### src/rtl/lpc_wr_pkg.sv
package lpc_wr_pkg;

  // Phase of the target; each value names what the next sampled edge carries.
  typedef enum logic [2:0] {
    PH_IDLE  = 3'd0,
    PH_CTYPE = 3'd1,
    PH_ADDR  = 3'd2,
    PH_DATA  = 3'd3,
    PH_HTURN = 3'd4,
    PH_TTURN = 3'd5,
    PH_READY = 3'd6,
    PH_TEND  = 3'd7
  } lpc_phase_e;

  localparam logic [3:0] NIB_START = 4'b0000;
  localparam logic [3:0] NIB_READY = 4'b0000;
  localparam logic [3:0] NIB_TURN  = 4'b1111;
  localparam logic [1:0] CT_CLASS  = 2'b01;
  localparam logic       CT_DIR_WR = 1'b1;

endpackage

### src/rtl/lpc_wr_seq.sv
// Cycle sequencer: walks the nibble positions of one write and handles abort.
module lpc_wr_seq
  import lpc_wr_pkg::*;
#(
  parameter int ADDR_NIBBLES = 8,
  parameter int DATA_NIBBLES = 2
) (
  input  logic       clk,
  input  logic       rst_n,
  input  logic [3:0] lad_in,
  input  logic       lframe_n,
  input  logic       prefix_ok,
  output lpc_phase_e phase,
  output logic       addr_shift,
  output logic       data_shift,
  output logic       restart
);

  localparam int CW = (ADDR_NIBBLES > 1) ? $clog2(ADDR_NIBBLES) : 1;
  localparam logic [CW-1:0] ADDR_LAST = CW'(ADDR_NIBBLES - 1);
  localparam logic [CW-1:0] DATA_LAST = CW'(DATA_NIBBLES - 1);

  lpc_phase_e    phase_q, phase_d;
  logic [CW-1:0] cnt_q, cnt_d;

  always_comb begin
    phase_d    = phase_q;
    cnt_d      = cnt_q;
    addr_shift = 1'b0;
    data_shift = 1'b0;
    restart    = 1'b0;
    if (!lframe_n) begin
      // Frame low always re-arms: either a fresh start or back to idle.
      cnt_d = '0;
      if (lad_in == NIB_START) begin
        phase_d = PH_CTYPE;
        restart = 1'b1;
      end else begin
        phase_d = PH_IDLE;
      end
    end else begin
      case (phase_q)
        PH_IDLE: phase_d = PH_IDLE;
        PH_CTYPE: begin
          if (lad_in[3:2] == CT_CLASS && lad_in[1] == CT_DIR_WR) begin
            phase_d = PH_ADDR;
          end else begin
            phase_d = PH_IDLE;
          end
        end
        PH_ADDR: begin
          addr_shift = 1'b1;
          if (cnt_q == ADDR_LAST) begin
            cnt_d   = '0;
            phase_d = prefix_ok ? PH_DATA : PH_IDLE;
          end else begin
            cnt_d = cnt_q + 1'b1;
          end
        end
        PH_DATA: begin
          data_shift = 1'b1;
          if (cnt_q == DATA_LAST) begin
            cnt_d   = '0;
            phase_d = PH_HTURN;
          end else begin
            cnt_d = cnt_q + 1'b1;
          end
        end
        PH_HTURN: phase_d = PH_TTURN;
        PH_TTURN: phase_d = PH_READY;
        PH_READY: phase_d = PH_TEND;
        PH_TEND:  phase_d = PH_IDLE;
        default:  phase_d = PH_IDLE;
      endcase
    end
  end

  always_ff @(posedge clk) begin
    if (!rst_n) begin
      phase_q <= PH_IDLE;
      cnt_q   <= '0;
    end else begin
      phase_q <= phase_d;
      cnt_q   <= cnt_d;
    end
  end

  assign phase = phase_q;

endmodule

### src/rtl/lpc_wr_capture.sv
// Field capture: address shifts in top-first, data shifts in bottom-first.
module lpc_wr_capture #(
  parameter int ADDR_NIBBLES = 8,
  parameter int DATA_NIBBLES = 2,
  parameter int PREFIX_LSB   = 23
) (
  input  logic                      clk,
  input  logic                      rst_n,
  input  logic [3:0]                lad_in,
  input  logic                      clear,
  input  logic                      addr_shift,
  input  logic                      data_shift,
  output logic [4*ADDR_NIBBLES-1:0] addr_q,
  output logic [4*DATA_NIBBLES-1:0] data_q,
  output logic                      prefix_ok
);

  localparam int AW = 4 * ADDR_NIBBLES;
  localparam int DW = 4 * DATA_NIBBLES;

  // Before the last address nibble enters, the final bits [AW-1:PREFIX_LSB]
  // sit four places lower in the shift register.
  assign prefix_ok = &addr_q[AW-5:PREFIX_LSB-4];

  always_ff @(posedge clk) begin
    if (!rst_n || clear) begin
      addr_q <= '0;
    end else if (addr_shift) begin
      addr_q <= {addr_q[AW-5:0], lad_in};
    end
  end

  generate
    if (DW == 4) begin : g_data_one
      always_ff @(posedge clk) begin
        if (!rst_n || clear) begin
          data_q <= '0;
        end else if (data_shift) begin
          data_q <= lad_in;
        end
      end
    end else begin : g_data_many
      always_ff @(posedge clk) begin
        if (!rst_n || clear) begin
          data_q <= '0;
        end else if (data_shift) begin
          data_q <= {lad_in, data_q[DW-1:4]};
        end
      end
    end
  endgenerate

endmodule

### src/rtl/lpc_wr_drive.sv
// Bus-side drive decode from the registered phase.
module lpc_wr_drive
  import lpc_wr_pkg::*;
(
  input  lpc_phase_e phase,
  output logic [3:0] lad_out,
  output logic       lad_oe,
  output logic       strobe
);

  always_comb begin
    lad_out = NIB_TURN;
    lad_oe  = 1'b0;
    strobe  = 1'b0;
    case (phase)
      PH_TTURN: lad_oe = 1'b1;
      PH_READY: begin
        lad_oe  = 1'b1;
        lad_out = NIB_READY;
        strobe  = 1'b1;
      end
      PH_TEND:  lad_oe = 1'b1;
      default:  lad_oe = 1'b0;
    endcase
  end

endmodule

### src/rtl/lpc_wr_engine.sv
module lpc_wr_engine
  import lpc_wr_pkg::*;
#(
  parameter int ADDR_NIBBLES = 8,
  parameter int DATA_NIBBLES = 2,
  parameter int PREFIX_LSB   = 23
) (
  input  logic                      clk,
  input  logic                      rst_n,
  input  logic [3:0]                lad_in,
  input  logic                      lframe_n,
  output logic [3:0]                lad_out,
  output logic                      lad_oe,
  output logic                      wr_valid,
  output logic [4*ADDR_NIBBLES-1:0] wr_addr,
  output logic [4*DATA_NIBBLES-1:0] wr_data,
  output logic                      wr_mem_sel
);

  localparam int ADDR_W = 4 * ADDR_NIBBLES;
  localparam int DATA_W = 4 * DATA_NIBBLES;

  lpc_phase_e        phase;
  logic              addr_shift, data_shift, restart, prefix_ok, strobe;
  logic [ADDR_W-1:0] addr_q;
  logic [DATA_W-1:0] data_q;

  lpc_wr_seq #(
    .ADDR_NIBBLES(ADDR_NIBBLES),
    .DATA_NIBBLES(DATA_NIBBLES)
  ) u_seq (
    .clk       (clk),
    .rst_n     (rst_n),
    .lad_in    (lad_in),
    .lframe_n  (lframe_n),
    .prefix_ok (prefix_ok),
    .phase     (phase),
    .addr_shift(addr_shift),
    .data_shift(data_shift),
    .restart   (restart)
  );

  lpc_wr_capture #(
    .ADDR_NIBBLES(ADDR_NIBBLES),
    .DATA_NIBBLES(DATA_NIBBLES),
    .PREFIX_LSB  (PREFIX_LSB)
  ) u_cap (
    .clk       (clk),
    .rst_n     (rst_n),
    .lad_in    (lad_in),
    .clear     (restart),
    .addr_shift(addr_shift),
    .data_shift(data_shift),
    .addr_q    (addr_q),
    .data_q    (data_q),
    .prefix_ok (prefix_ok)
  );

  lpc_wr_drive u_drv (
    .phase  (phase),
    .lad_out(lad_out),
    .lad_oe (lad_oe),
    .strobe (strobe)
  );

  assign wr_valid   = strobe;
  assign wr_addr    = strobe ? addr_q : '0;
  assign wr_data    = strobe ? data_q : '0;
  assign wr_mem_sel = strobe & addr_q[PREFIX_LSB-1];

endmodule

### config.mk
export PLATFORM = sky130hd
export DESIGN_NAME = lpc_wr_engine
export DESIGN_NICKNAME = d
export VERILOG_FILES = /design/src/rtl/lpc_wr_pkg.sv /design/src/rtl/lpc_wr_seq.sv /design/src/rtl/lpc_wr_capture.sv /design/src/rtl/lpc_wr_drive.sv /design/src/rtl/lpc_wr_engine.sv
export SDC_FILE = /design/constraint.sdc
export NUM_CORES = 1
export LEC_CHECK = 0
export BUFFER_PORTS_ARGS = -buffer_cell sky130_fd_sc_hd__buf_2
export CAP_MARGIN = 10
export CORE_MARGIN = 4
export CORE_UTILIZATION = 23
export DETAILED_ROUTE_END_ITERATION = 16
export SLEW_MARGIN = 40
export SYNTH_ARGS = -nofsm -noshare
export SYNTH_HDL_FRONTEND = slang
export SYNTH_HIERARCHICAL = 1
export SYNTH_SLANG_ARGS = --single-unit
### constraint.sdc
create_clock -name clk -period 2.1 [get_ports clk]
set_input_delay 0.315 -clock clk [delete_from_list [all_inputs] [get_ports clk]]
set_output_delay 0.315 -clock clk [all_outputs]
set_load 0.005 [all_outputs]
; ---- Yosys cells after proc, flatten, opt, wreduce, memory -nomap -nowiden
; Index checks and enable logic that the tools add are counted.
[op_classes]
n_addsub = 1
n_mul = 0
div = 0
order_cmp = 0
n_eq_ne = 12
n_shift = 0
mux = 21
bitwise_logic = 1
n_reduce_logical = 11
[op_table]
columns = op, count
row1 = $mux 32, 1
row2 = $pmux 3 s7, 1
row3 = $eq 3x3->1 const B, 5
row4 = $mux 3, 5
row5 = $mux 1, 9
row6 = $reduce_and 9->1, 1
row7 = $mux 8, 1
row8 = $eq 3x1->1 const B, 2
row9 = $eq 3x2->1 const B, 2
row10 = $ne 3x2->1 const B, 2
row11 = $pmux 3 s2, 1
row12 = $logic_not 4->1, 1
row13 = $mux 2, 2
row14 = $mux 4, 1
row15 = $reduce_and 2->1, 2
row16 = $add 3x1->3 const B, 1
row17 = $logic_not 3->1, 1
row18 = $reduce_or 3->1, 1
row19 = $eq 2x1->1 const B, 1
row20 = $reduce_bool 2->1, 1
row21 = $reduce_or 2->1, 1
row22 = $and 1x1->1, 1
row23 = $logic_and 1x1->1, 1
row24 = $logic_not 1->1, 1
row25 = $logic_or 1x1->1, 1
[word_totals]
reg_bits = 46
latchBits = 0
ramBits = 0
mem_bits_ro = 0
in_bits = 7
output_inout_bits = 47
wordCells = 50
memories = 0

; ---- Depth between registers and ports, before layout
[depth]
word_depth = 5
mapped_depth = 7
depth_no_buf = 6

; ---- Cells and area by module
; The synthesis kept the hierarchy.
[by_module_without_submodules]
columns = mod, n_inst, cells_per_inst, area_each_um2, seq_area_each_um2
row1 = lpc_wr_capture, 1, 134, 1471.4, 800.8
row2 = lpc_wr_seq, 1, 52, 391.6, 120.1
row3 = lpc_wr_engine, 1, 45, 314.1, 0.0
row4 = lpc_wr_drive, 1, 6, 46.3, 0.0

; ---- Worst setup path before layout
; OpenSTA, ideal clock, no wires.
[synth_path]
path_kind = input to register
from = in lad_in[3]
to = reg u_cap.addr_q[10]
setup_ns = 0.128
arrival_time_ns = 1.400
required_ns = 1.972
path_slack_ns = 0.572
cell_stages = 5
n_path_buf = 1
cell_sequence = or4_4 -> nor2_2 -> nand2b_1 -> clkbuf_1 -> nor2_1
[synth_via]
elab_chain_len = 4
[synth_rtl]
columns = element, line_no
row1 = start: declaration, lpc_wr_engine.sv:10  ; input logic [3:0] lad_in,
row2 = $logic_not 4->1, lpc_wr_seq.sv:35  ; if (lad_in == NIB_START) begin
row3 = $mux 1, lpc_wr_seq.sv:35
row4 = $mux 1, lpc_wr_seq.sv:32  ; if (!lframe_n) begin
row5 = via restart, lpc_wr_engine.sv:24  ; logic addr_shift, data_shift, restart, prefix_ok, strobe;
row6 = $logic_or 1x1->1, lpc_wr_capture.sv:26  ; if (!rst_n || clear) begin
row7 = end signal: assignment, lpc_wr_capture.sv:29  ; addr_q <= {addr_q[AW-5:0], lad_in};
row8 = end: declaration, lpc_wr_capture.sv:13  ; output logic [4*ADDR_NIBBLES-1:0] addr_q,
; The timed path passes the listed nets, and every way through them passes these cells.
; A chain may end at the register's enable or synchronous reset.

; ---- Worst setup path after layout
[layout_path]
from = reg u_seq.phase_q[0], in the netlist u_seq/phase[0]
to = out wr_addr[28]
[layout_via]
elab_chain_len = 3
[layout_rtl]
columns = element, line_no
row1 = start: declaration, lpc_wr_seq.sv:23  ; lpc_phase_e phase_q, phase_d;
row2 = start signal: assignment, lpc_wr_seq.sv:83  ; phase_q <= phase_d;
row3 = $eq 3x3->1, lpc_wr_drive.sv:15  ; case (phase)
row4 = $mux 1, lpc_wr_drive.sv:15
row5 = $mux 32, lpc_wr_engine.sv:67  ; assign wr_addr = strobe ? addr_q : '0;
row6 = end: declaration, lpc_wr_engine.sv:15  ; output logic [4*ADDR_NIBBLES-1:0] wr_addr,
; Every way passes these cells.

==> results.md <==
- Leak: approximately 1.1 nW
- Hold Fails Final Rpt: 0
- Post-Syn Nets: roughly 250
- Die X: between 100 and 150 microns
- Run status: complete, no violations
- RSZ-0062 raised after global routing: no
- Total die area: 11,300 sq um
- Final wirelength: between 5 and 6 mm
- Minimum clock period: just under 2 ns
- Worst min-delay path class: in2reg
- Synthesized instance count: 237
- Top-count cell post-synth: nor2_1
- Dpl cells: a little over 400
- Gr ovfl total: 0
- Antenna cells: 0
- First-pass GRT wire length: 8.397 mm
- Layout cells sized above 1: 34.86%
- Synth area leaders: dfxtp_1 41%, mux2i_1 19%, and2_2 9.8%, nor2_1 7.9%, and2_1 3.1%
- Routed WL per cell: roughly 12 microns
- Largest area contributor in the netlist: dfxtp_1
- Syn Area/Cell: 9.381 sq um
- Nets: 293
- Sequential area share after synthesis: between 40% and 50%
- Slew Limit Fails: 0
- Antenna violations before repair: 0
- Count of different cell masters after synthesis: 30
- CTS max path bufs: 2
- DR DRC count: 0
- Crit path max fanout: 33
- Initial Util: 23.84%
- Crit share post-route: 93.72%
- Clock Skew: roughly 0.0077 ns
- Worst path required time: between 1.5 and 2 ns
- Routed vias/inst: ~4.1
- GRT Total Usage: ~9.2%
- Die Ht: ~110 microns
- IO Port Bufs: 53
- Clock buffer count from CTS: 5
- Cell Area, Synth: 2223 sq um
- Crit path capture type: output pin
- Area delta synth->final: 20.48%
- Num rows: 35
- Startpoint Class: flop
- Measured slew at the worst slew-check pin: 0.3452 ns
- Placer congestion estimate: slightly below 0.8
- Core area: roughly 9300 sq um
- Setup TNS: 0 ns
- Pre-antenna DRT Iters: 4
- # setup viols final: 0
- Crit path largest cell delay: between 0.5 and 0.6 ns
- Number of synthesized flops with an enable pin: 0
- Slew HR: roughly three quarters
- F_max: 0.5081 GHz
- PD cells: between 500 and 600 nW/um^2
- H-tree depth: 2
- CTS root buf: clkbuf_8
- Top cells by count, synth: 47 x nor2_1, 46 x dfxtp_1, 42 x mux2i_1, 29 x and2_2, 11 x and2_1
- Worst-skew pair later-pin latency: approximately 0.30 ns
- 1st-iter DRT viols: 49
- Post-synth top flop: dfxtp_1
- Crit path cell chain: and3b_2 > buf_6 > and2_2 > buf_2
- Number of global-route vias before repair: 1,638
- Final HPWL DP: approximately 3.7 mm
- Top Ports: 54
- Largest net degree at the start of global routing: 41
- TritonCTS clock tree: yes
- Yosys synthesis warning count: 6
- Max-cap violations: 0
- Arr. time, crit path: around 1.7 ns
- CTS Sinks: between 40 and 50
- Crit Path Class: reg2out
- Vias: between 1,500 and 2,000
- Peak supply drop: around 0.00038 V
- Finished Layout Cells: 413
- Synth top area share: between 40 and 50%
- CP max stage cell: dfxtp_1
- Clock transition at path regs: 0.09 ns
- Ys async rst share: 0%
- Total setup buffers inserted after CTS: 0
- Synthesis-stage register bit count: 46
- Detail Route Antenna Nets: 0
==> flip-flops by register name, summed over array words and instances, names as in the netlist <==
signal	count
u_cap/addr_q	32
u_cap/data_q	8
u_seq/cnt_q	3
u_seq/phase	3
==> kinds of logic after synthesis <==
kind of cell / Yosys count / share of synthesized area (%)
buffers and inverters: 22 / 7.710
flip-flops: 46 / 41.42
multiplexers: 42 / 18.91
AO/OA/AOI/OAI: 10 / 2.645
AND/OR/NAND/NOR: 114 / 27.63
adder cells (fa/ha/maj): 3 / 1.688
==> path summary, 6_finish.rpt <==
kind / startpoint / endpoint / slack, ns / depth (start not counted)
worst max-delay path: u_seq/phase[0] / wr_addr[28] / 0.13 / 4
worst min-delay path: rst_n / u_seq/phase[0] / 0.28 / 2
worst max register to register: u_seq/phase[2] / u_cap/addr_q[11] / 0.40 / 5
worst min register to register: u_seq/cnt_q[1] / u_seq/cnt_q[1] / 0.48 / 2
==> repair_timing <==
item | CTS | global route
hold buffers | 0 | 0
gates resized for setup | 1 | 1
setup endpoints to repair | 26 | 33
==> routing by layer <==
metal	track usage [%]	wire [microns]	vias up
met5	0	0	-
met4	2.960	63	0
met3	2.732	215	7
met2	14.93	2281	41
met1	11.77	2453	775
li1	-	-	862
==> through the flow <==
stage / setup slack (ns) / hold WS [ns] / util, % / total power, mW / cell area (sq um)
2_1_floorplan: 0.5720 / 0.4243 / - / 0.9130 / 2223
3_3_place_gp: 0.3626 / 0.4578 / 27.44 / 0.9348 / 2560
4_1_cts: 0.04245 / 0.2631 / 28.68 / 1.603 / 2675
3_5_place_dp: 0.3280 / 0.4702 / 27.44 / 0.9353 / 2560
6_report: 0.1319 / 0.2775 / 28.72 / 1.579 / 2679
5_1_grt: 0.008670 / 0.2774 / 28.72 / 1.658 / 2679
==> placed cells by master (no fill, tap or decap), types with 2 or more instances in the layout <==
cell and n:
a21oi_1 5, and2_1 11, and2_2 29, buf_12 2, buf_2 53, buf_4 2, clkbuf_8 5, clkinvlp_4 2
dfxtp_1 46, ha_1 3, inv_1 3, mux2i_1 42, nand2_1 8, nand2b_1 4, nand3_1 3, nor2_1 46
nor3_1 3, o21ai_0 2, or3_1 2
==> critical path, delay by kind of cell, from the launching register on <==
family | cells | cell delay (ns)
buffers and inverters | 2 | 0.32
DFF | 1 | 0.53
and+or+nand+nor | 2 | 0.51
==> report_power, final <==
| part | total, mW | switching, mW | internal, mW |
|---|---|---|---|
| sequential | 0.873 | 0.000888 | 0.872 |
| clock | 0.666 | 0.312 | 0.354 |
| combinational | 0.0406 | 0.0277 | 0.0129 |
==> layout make-up <==
| class | instances | area [sq um] |
|---|---|---|
| Clock buffer | 5 | 68.82 |
| Clock inverter | 3 | 45.04 |
| Fill cell | 1004 | 6649 |
| Inverter | 3 | 11.26 |
| Multi-Input combinational cell | 169 | 1140 |
| Sequential cell | 46 | 920.9 |
| Tap cell | 129 | 161.4 |
| Timing Repair Buffer | 58 | 331.6 |
No activity file was read; power rests on OpenSTA's default activity.
